==> src/rtl/tile_smoother_pkg.sv <==
// Shared types and helpers for the tiled 2x2 box smoother.
// Assumes nothing beyond IEEE 1800-2017 constant functions.
package tile_smoother_pkg;

    // Order in which the four window samples of one pixel are fetched.
    typedef enum logic [1:0] {
        PH_CTR  = 2'd0,
        PH_HORZ = 2'd1,
        PH_VERT = 2'd2,
        PH_DIAG = 2'd3
    } phase_e;

    // Bit width needed to hold values 0..n-1, never below 1.
    function automatic int wid(input int n);
        return (n <= 2) ? 1 : $clog2(n);
    endfunction

endpackage

==> src/rtl/tile_walker.sv <==
// Tile walker: steps the tile column/row, the local row/column and the
// window phase for one frame pass, one read phase per cycle.
// Assumes FRAME_W and FRAME_H are multiples of TILE.
module tile_walker
    import tile_smoother_pkg::*;
#(
    parameter int FRAME_W = 320,
    parameter int FRAME_H = 240,
    parameter int TILE    = 10
) (
    input  logic                                   clk,
    input  logic                                   rst_n,
    input  logic                                   go,
    output logic                                   run,
    output logic [wid(FRAME_W / TILE)-1:0]         tx,
    output logic [wid(FRAME_H / TILE)-1:0]         ty,
    output logic [wid(TILE)-1:0]                   li,
    output logic [wid(TILE)-1:0]                   lj,
    output phase_e                                 ph,
    output logic                                   last
);
    localparam int TX_N = FRAME_W / TILE;
    localparam int TY_N = FRAME_H / TILE;
    localparam int TXW  = wid(TX_N);
    localparam int TYW  = wid(TY_N);
    localparam int LW   = wid(TILE);

    logic end_col, end_row, end_tx, end_ty;

    // Wrap conditions of each counter.
    always_comb begin
        end_col = (lj == LW'(TILE - 1));
        end_row = (li == LW'(TILE - 1));
        end_tx  = (tx == TXW'(TX_N - 1));
        end_ty  = (ty == TYW'(TY_N - 1));
        last    = run && (ph == PH_DIAG) && end_col && end_row && end_tx && end_ty;
    end

    // Nested counters: phase, column, row, tile column, tile row.
    always_ff @(posedge clk) begin
        if (!rst_n) begin
            run <= 1'b0;
            ph  <= PH_CTR;
            lj  <= '0;
            li  <= '0;
            tx  <= '0;
            ty  <= '0;
        end else if (go) begin
            run <= 1'b1;
            ph  <= PH_CTR;
            lj  <= '0;
            li  <= '0;
            tx  <= '0;
            ty  <= '0;
        end else if (run) begin
            ph <= phase_e'(ph + 2'd1);
            if (ph == PH_DIAG) begin
                if (!end_col) begin
                    lj <= lj + LW'(1);
                end else begin
                    lj <= '0;
                    if (!end_row) begin
                        li <= li + LW'(1);
                    end else begin
                        li <= '0;
                        if (!end_tx) begin
                            tx <= tx + TXW'(1);
                        end else begin
                            tx <= '0;
                            if (!end_ty) begin
                                ty <= ty + TYW'(1);
                            end else begin
                                ty  <= '0;
                                run <= 1'b0;
                            end
                        end
                    end
                end
            end
        end
    end

endmodule

==> src/rtl/window_addr.sv <==
// Window address generator: turns tile/local position and phase into the
// linear source address, mirroring the neighbour at a tile's last column
// or row. Purely combinational; assumes TILE >= 2.
module window_addr
    import tile_smoother_pkg::*;
#(
    parameter int FRAME_W = 320,
    parameter int FRAME_H = 240,
    parameter int TILE    = 10
) (
    input  logic [wid(FRAME_W / TILE)-1:0]         tx,
    input  logic [wid(FRAME_H / TILE)-1:0]         ty,
    input  logic [wid(TILE)-1:0]                   li,
    input  logic [wid(TILE)-1:0]                   lj,
    input  phase_e                                 ph,
    output logic [wid(FRAME_W * FRAME_H)-1:0]      rd_addr,
    output logic [wid(FRAME_W * FRAME_H)-1:0]      ctr_addr
);
    localparam int XW = wid(FRAME_W);
    localparam int YW = wid(FRAME_H);
    localparam int AW = wid(FRAME_W * FRAME_H);
    localparam int LW = wid(TILE);

    logic [XW-1:0] cx, hx, sx;
    logic [YW-1:0] cy, vy, sy;

    // Centre coordinate, mirrored neighbours and the sample chosen by phase.
    always_comb begin
        cx = XW'(tx) * XW'(TILE) + XW'(lj);
        cy = YW'(ty) * YW'(TILE) + YW'(li);
        hx = (lj == LW'(TILE - 1)) ? cx - XW'(1) : cx + XW'(1);
        vy = (li == LW'(TILE - 1)) ? cy - YW'(1) : cy + YW'(1);
        sx = (ph == PH_CTR || ph == PH_VERT) ? cx : hx;
        sy = (ph == PH_CTR || ph == PH_HORZ) ? cy : vy;
        rd_addr  = AW'(sy) * AW'(FRAME_W) + AW'(sx);
        ctr_addr = AW'(cy) * AW'(FRAME_W) + AW'(cx);
    end

endmodule

==> src/rtl/box_accum.sv <==
// Box accumulator: sums the four samples returning one cycle after each
// read and registers the averaged pixel as a write. Assumes the reads of
// one pixel arrive on consecutive cycles in phase order.
module box_accum
    import tile_smoother_pkg::*;
#(
    parameter int PIX_W = 8,
    parameter int AW    = 17
) (
    input  logic             clk,
    input  logic             rst_n,
    input  logic             take,
    input  phase_e           ph,
    input  logic [AW-1:0]    ctr_addr,
    input  logic             fin,
    input  logic [PIX_W-1:0] rd_data,
    output logic             wr_en,
    output logic [AW-1:0]    wr_addr,
    output logic [PIX_W-1:0] wr_data,
    output logic             done
);
    logic             v1, l1;
    phase_e           ph1;
    logic [AW-1:0]    a1;
    logic [PIX_W+1:0] acc, sum;

    // Running sum including the sample arriving this cycle.
    always_comb sum = acc + {2'b00, rd_data};

    // Align request tags with returning data, accumulate, emit the average.
    always_ff @(posedge clk) begin
        if (!rst_n) begin
            v1      <= 1'b0;
            l1      <= 1'b0;
            ph1     <= PH_CTR;
            a1      <= '0;
            acc     <= '0;
            wr_en   <= 1'b0;
            wr_addr <= '0;
            wr_data <= '0;
            done    <= 1'b0;
        end else begin
            v1    <= take;
            l1    <= fin;
            ph1   <= ph;
            a1    <= ctr_addr;
            wr_en <= 1'b0;
            done  <= 1'b0;
            if (v1) begin
                acc <= (ph1 == PH_CTR) ? {2'b00, rd_data} : sum;
                if (ph1 == PH_DIAG) begin
                    wr_en   <= 1'b1;
                    wr_addr <= a1;
                    wr_data <= sum[PIX_W+1:2];
                    done    <= l1;
                end
            end
        end
    end

    // a write follows a diagonal-phase request by exactly two cycles.
    p_write_lag_r6: assert property (@(posedge clk) disable iff (!rst_n)
        wr_en |-> ($past(take, 2) && $past(ph, 2) == PH_DIAG));

endmodule

==> src/rtl/tile_smoother.sv <==
// Tiled 2x2 box smoother top: accepts a start when idle, walks the frame
// tile by tile issuing four reads per pixel, and writes each average.
// Assumes read data returns one cycle after rd_en and FRAME_W, FRAME_H
// are multiples of TILE (TILE >= 2).
module tile_smoother
    import tile_smoother_pkg::*;
#(
    parameter int FRAME_W = 320,
    parameter int FRAME_H = 240,
    parameter int TILE    = 10,
    parameter int PIX_W   = 8
) (
    input  logic                                clk,
    input  logic                                rst_n,
    input  logic                                start,
    output logic                                busy,
    output logic                                done,
    output logic                                rd_en,
    output logic [wid(FRAME_W*FRAME_H)-1:0]     rd_addr,
    input  logic [PIX_W-1:0]                    rd_data,
    output logic                                wr_en,
    output logic [wid(FRAME_W*FRAME_H)-1:0]     wr_addr,
    output logic [PIX_W-1:0]                    wr_data
);
    localparam int AW  = wid(FRAME_W * FRAME_H);
    localparam int TXW = wid(FRAME_W / TILE);
    localparam int TYW = wid(FRAME_H / TILE);
    localparam int LW  = wid(TILE);

    logic           go, run, last;
    logic [TXW-1:0] tx;
    logic [TYW-1:0] ty;
    logic [LW-1:0]  li, lj;
    phase_e         ph;
    logic [AW-1:0]  ctr_addr;

    assign go    = start && !busy;
    assign rd_en = run;

    // Busy flag: set by an accepted start, cleared after the done pulse.
    always_ff @(posedge clk) begin
        if (!rst_n)    busy <= 1'b0;
        else if (go)   busy <= 1'b1;
        else if (done) busy <= 1'b0;
    end

    tile_walker #(.FRAME_W(FRAME_W), .FRAME_H(FRAME_H), .TILE(TILE)) i_walker (
        .clk(clk), .rst_n(rst_n), .go(go), .run(run),
        .tx(tx), .ty(ty), .li(li), .lj(lj), .ph(ph), .last(last)
    );

    window_addr #(.FRAME_W(FRAME_W), .FRAME_H(FRAME_H), .TILE(TILE)) i_window (
        .tx(tx), .ty(ty), .li(li), .lj(lj), .ph(ph),
        .rd_addr(rd_addr), .ctr_addr(ctr_addr)
    );

    box_accum #(.PIX_W(PIX_W), .AW(AW)) i_accum (
        .clk(clk), .rst_n(rst_n), .take(run), .ph(ph), .ctr_addr(ctr_addr),
        .fin(last), .rd_data(rd_data), .wr_en(wr_en), .wr_addr(wr_addr),
        .wr_data(wr_data), .done(done)
    );

    // every read address lies inside the frame.
    p_rd_in_frame_r3: assert property (@(posedge clk) disable iff (!rst_n)
        rd_en |-> (int'(rd_addr) < FRAME_W * FRAME_H));

    // the horizontal sample sits one address from the centre read before it.
    p_horiz_adj_r4: assert property (@(posedge clk) disable iff (!rst_n)
        (rd_en && ph == PH_HORZ) |->
            (rd_addr == $past(rd_addr) + AW'(1) || rd_addr + AW'(1) == $past(rd_addr)));

    // the vertical sample sits one frame row from the centre read two cycles before.
    p_vert_adj_r4: assert property (@(posedge clk) disable iff (!rst_n)
        (rd_en && ph == PH_VERT) |->
            (rd_addr == $past(rd_addr, 2) + AW'(FRAME_W) ||
             rd_addr + AW'(FRAME_W) == $past(rd_addr, 2)));

    // done lasts one cycle and occurs while busy.
    p_done_pulse_r7: assert property (@(posedge clk) disable iff (!rst_n)
        done |=> !done);
    p_done_in_busy_r7: assert property (@(posedge clk) disable iff (!rst_n)
        done |-> busy);

    // once busy, only done ends the pass; start cannot disturb it.
    p_busy_holds_r8: assert property (@(posedge clk) disable iff (!rst_n)
        (busy && !done) |=> busy);

endmodule

==> config.mk <==
export PLATFORM = sky130hd
export DESIGN_NAME = tile_smoother
export DESIGN_NICKNAME = d
export VERILOG_FILES = /design/src/rtl/tile_smoother_pkg.sv /design/src/rtl/tile_walker.sv /design/src/rtl/window_addr.sv /design/src/rtl/box_accum.sv /design/src/rtl/tile_smoother.sv
export SDC_FILE = /design/constraint.sdc
export NUM_CORES = 1
export LEC_CHECK = 0
export ABC_CLOCK_PERIOD_IN_PS = 12800
export BUFFER_PORTS_ARGS = -buffer_cell sky130_fd_sc_hd__buf_4
export CORE_MARGIN = 5
export CORE_UTILIZATION = 65
export CTS_BUF_LIST = sky130_fd_sc_hd__clkbuf_8
export DETAILED_ROUTE_END_ITERATION = 10
export PLACE_DENSITY = 0.86
export SLEW_MARGIN = 20
export SYNTH_ARGS = -nofsm -noshare
export SYNTH_HDL_FRONTEND = slang
export SYNTH_SLANG_ARGS = --single-unit
==> constraint.sdc <==
create_clock -name clk -period 12.8 [get_ports clk]
set_input_delay 1.28 -clock clk [delete_from_list [all_inputs] [get_ports clk]]
set_output_delay 1.28 -clock clk [all_outputs]
set_load 0.02 [all_outputs]
==> summary.txt <==
Power and ir drop
  – Int Pwr: a little under 400 uW
  – Sequential power share: just under 50%
  – Clock share of power: approximately two fifths
  – Switching pwr: approximately 140 uW
  – Combinational Power Share: between 10% and 20%
  – Leakage power: between 3 and 4 nW
  – Pwr dens: around 80 nW/um^2
  – Sw Ratio: between 20% and 30%
  – Worst VDD drop: between 0.00005 and 0.00006 V

STA
  – Total Neg Setup Slack: 0 ps
  – FMAX: between 100 and 150 MHz
  – Slew Viols, Final: 0
  – Slew headroom: between 30% and 40%
  – Final period util: a little under three fifths
  – Final Skew: between 20 and 25 ps
  – RSZ-0062 raised after global routing: false
  – Slew at the pin with the worst max-slew slack: 958 ps
  – Endpoints failing hold: 0
  – Tmin final: slightly above 7000 ps
  – Final setup fails: 0

Yosys
  – Syn Inst Count: ~700
  – Main synth FF type: dfxtp_1
  – Avg Cell Area, Syn: between 8 and 9 um^2
  – Post-Syn Area: about 5800 um^2
  – Syn nets: 792
  – FF+latch count, synth: 80
  – Largest family of logic cells by synthesized area: adder cells
  – Library cells used by synthesis: between 60 and 70
  – Synth Area in Compound Gates: around 16%
  – XOR/XNOR Fraction of Synth Area: around 11%
  – Number of synthesized flops with an enable pin: 0
  – Async SR Flop Fraction: 0%
  – Synth Area in Adders: about 20%
  – Sequential area share after synthesis: between 20% and 30%
  – Simple-gate portion of the synthesized area: 19.1%
  – Mux share of post-synthesis cell area: 1.93%
  – YS warnings: 0

Worst setup path
  – Required time of the critical path: 11520 ps
  – Type of the worst setup path: reg -> out
  – Setup slack, reg-to-reg: just under 8000 ps
  – Setup crit end kind: primary output
  – Worst EP arrival: 5900 ps
  – Critical Path Sink: rd_addr[16]
  – Worst setup path start: i_walker.ty[2]
  – Worst-case reg-to-reg path depth: 15
  – Worst R2R End: i_accum.a1[15]
  – CP max FO: 7
  – FF-to-FF Start: i_walker.ty[2]
  – Setup crit start kind: flip-flop

Floorplan
  – Starting density of the core: 66.9%
  – Core Rows: 34
  – Floorplan die height: between 100 and 150 um
  – Core area: about 8700 um^2
  – I/O pin count: 57
  – Die Area: 11000 um^2
  – Die width: 105 um

Worst hold path
  – Worst Hold Class: reg -> reg
  – HP Start: i_accum.a1[15]

Global routing
  – First-pass GRT wire length: between 20 and 25 mm
  – Vias in the first global route: 5040
  – GR Overflow Total: 0
  – Initial antenna violation count: 0
  – Largest net degree at the start of global routing: 37
  – GR Util All Layers: 24.3%

Clock tree
  – # hold bufs at CTS: 0
  – Clk sinks: 80
  – Clock slew at reported path FFs: approximately 90 ps
  – CTS Root Cell: clkbuf_8
  – CTS tree: yes
  – Post-CTS Resized: 0
  – Clock Latency Late Sink: around 370 ps
  – Total CTS buffers: 9
  – Buffer levels on the longest clock path: 2
  – Post-CTS Setup Bufs: 0
  – Htree depth: 3

Drt
  – DRT iter0 DRCs: between 300 and 400
  – WL final: approximately 13 mm
  – Wirelength per Cell: 15.3 um
  – Via count: ~5000
  – DRC errors left: 0
  – Pre-antenna DRT Iters: 6
  – Vias per inst: roughly 5.9
  – Post-DRT Antenna Nets: 0

Placed design
  – Port bufs: 56
  – DP HPWL: between 9 and 10 mm
  – Routability cong.: roughly 0.9
  – Placed Area: roughly 6300 um^2

Layout
  – Synth-to-Final Area Change: 11.9%
  – ANT cells: 0
  – Most frequent cells in the layout: nand2_1 (85), dfxtp_1 (80), ha_1 (74)
  – Final #Nets: about 840
  – Final Cell Area: between 6000 and 7000 um^2
  – Fillcell total: between 600 and 700
  – Share of cells above drive strength 1: between 10% and 20%
  – Commonest non-fill, non-tap cell in the layout: nand2_1

Status
  – Status: finished clean

Job
  – Max cap viols: 0
-- worst min-delay path by stage --
stage | end | slack (ps) | depth (start not counted)
floorplan | i_accum.wr_addr[0] | 420 | 2
global placement | i_accum.wr_addr[11] | 420 | 2
detailed placement | i_accum.wr_addr[15] | 430 | 2
CTS | i_accum.wr_addr[12] | 430 | 2
global route | i_accum.wr_addr[13] | 450 | 2
finish | i_accum.wr_addr[15] | 440 | 2
-- flip-flops by register name, indices dropped and copies added, names as in the netlist --
register and flops:
i_accum.a1 17, i_walker.run 1, i_walker.tx 5, i_accum.l1 1, i_walker.ty 5, i_accum.wr_data 8, i_walker.lj 4, i_accum.acc 10
busy 1, i_accum.done 1, i_accum.wr_addr 17, i_walker.ph 2, i_walker.li 4, i_accum.ph1 2, i_accum.v1 1, i_accum.wr_en 1
-- cells in the mapped netlist, types with 13 or more instances --
cell type  count  area [um^2]
xnor2_1       32          280
nor3_1        13         65.1
ha_1          74          926
inv_1         39          146
nand2_1       85          319
a21oi_1       60          300
o21ai_0       35          175
nor2_1        53          199
a21o_1        14          105
clkbuf_1      19         71.3
dfxtp_1       80         1600
xor2_1        31          272
nand3_1       15         75.1
-- metrics by stage --
step | total power, mW | hold slack (ps) | utilization [%] | worst slack [ps] | std cells
5_1_grt | 0.542 | 454 | 74.8 | 5230 | 854
3_5_place_dp | 0.312 | 429 | 72.3 | 6100 | 838
3_3_place_gp | 0.311 | 420 | 72.3 | 6430 | 838
2_1_floorplan | 0.296 | 417 | - | 6640 | 696
4_1_cts | 0.523 | 435 | 74.8 | 5710 | 854
6_report | 0.522 | 436 | 74.8 | 5620 | 854
-- worst max-delay path: stages (launching register included) --
cell	delay, ps
dfxtp_1	480
ha_1	300
ha_1	210
a211oi_1	550
nor2_1	230
xor2_1	290
ha_1	310
a31o_2	260
a41o_1	210
a21oi_1	150
xor2_1	90
o21ai_0	330
ha_1	310
ha_1	340
nor2b_1	140
o21ai_0	230
a21oi_1	110
nand2b_1	200
nor3_1	330
a311oi_1	160
mux2i_1	150
buf_4	160
-- final cells by class --
class                           instances  area (um^2)  share of cell area (%)
Clock buffer                            9          124                    1.90
Clock inverter                          7          100                    1.53
Inverter                               40          150                    2.30
Multi-Input combinational cell        553         3990                    61.1
Sequential cell                        80         1600                    24.5
Tap cell                              108          135                    2.07
Timing Repair Buffer                   57          428                    6.56
-- cells by family after synthesis --
kind of cell,count (synthesis)
buf+inv,63
flops,80
simple gates,234
xor+xnor,68
compound gates,155
mux,11
fa+ha+maj,85
-- power by group through the flow --
stage | sequential (mW) | clock (mW) | combinational (mW)
2_1_floorplan | 0.259 | 0 | 0.0371
3_3_place_gp | 0.260 | 0 | 0.0502
3_5_place_dp | 0.261 | 0 | 0.0517
4_1_cts | 0.255 | 0.215 | 0.0524
5_1_grt | 0.256 | 0.229 | 0.0582
6_report | 0.255 | 0.214 | 0.0526
-- per-layer routing --
| metal | GRT usage, % | part of all wire [%] | wire, um | up-vias |
|---|---|---|---|---|
| met2 | 42.8 | 50 | 6480 | 185 |
| met4 | 7.31 | 1.4 | 177 | 0 |
| met3 | 4.19 | 6.8 | 892 | 25 |
| met5 | 0 | 0 | 0 | - |
| li1 | - | - | - | 2503 |
| met1 | 30.4 | 42 | 5500 | 2355 |
No activity file was read; power rests on OpenSTA's default activity.
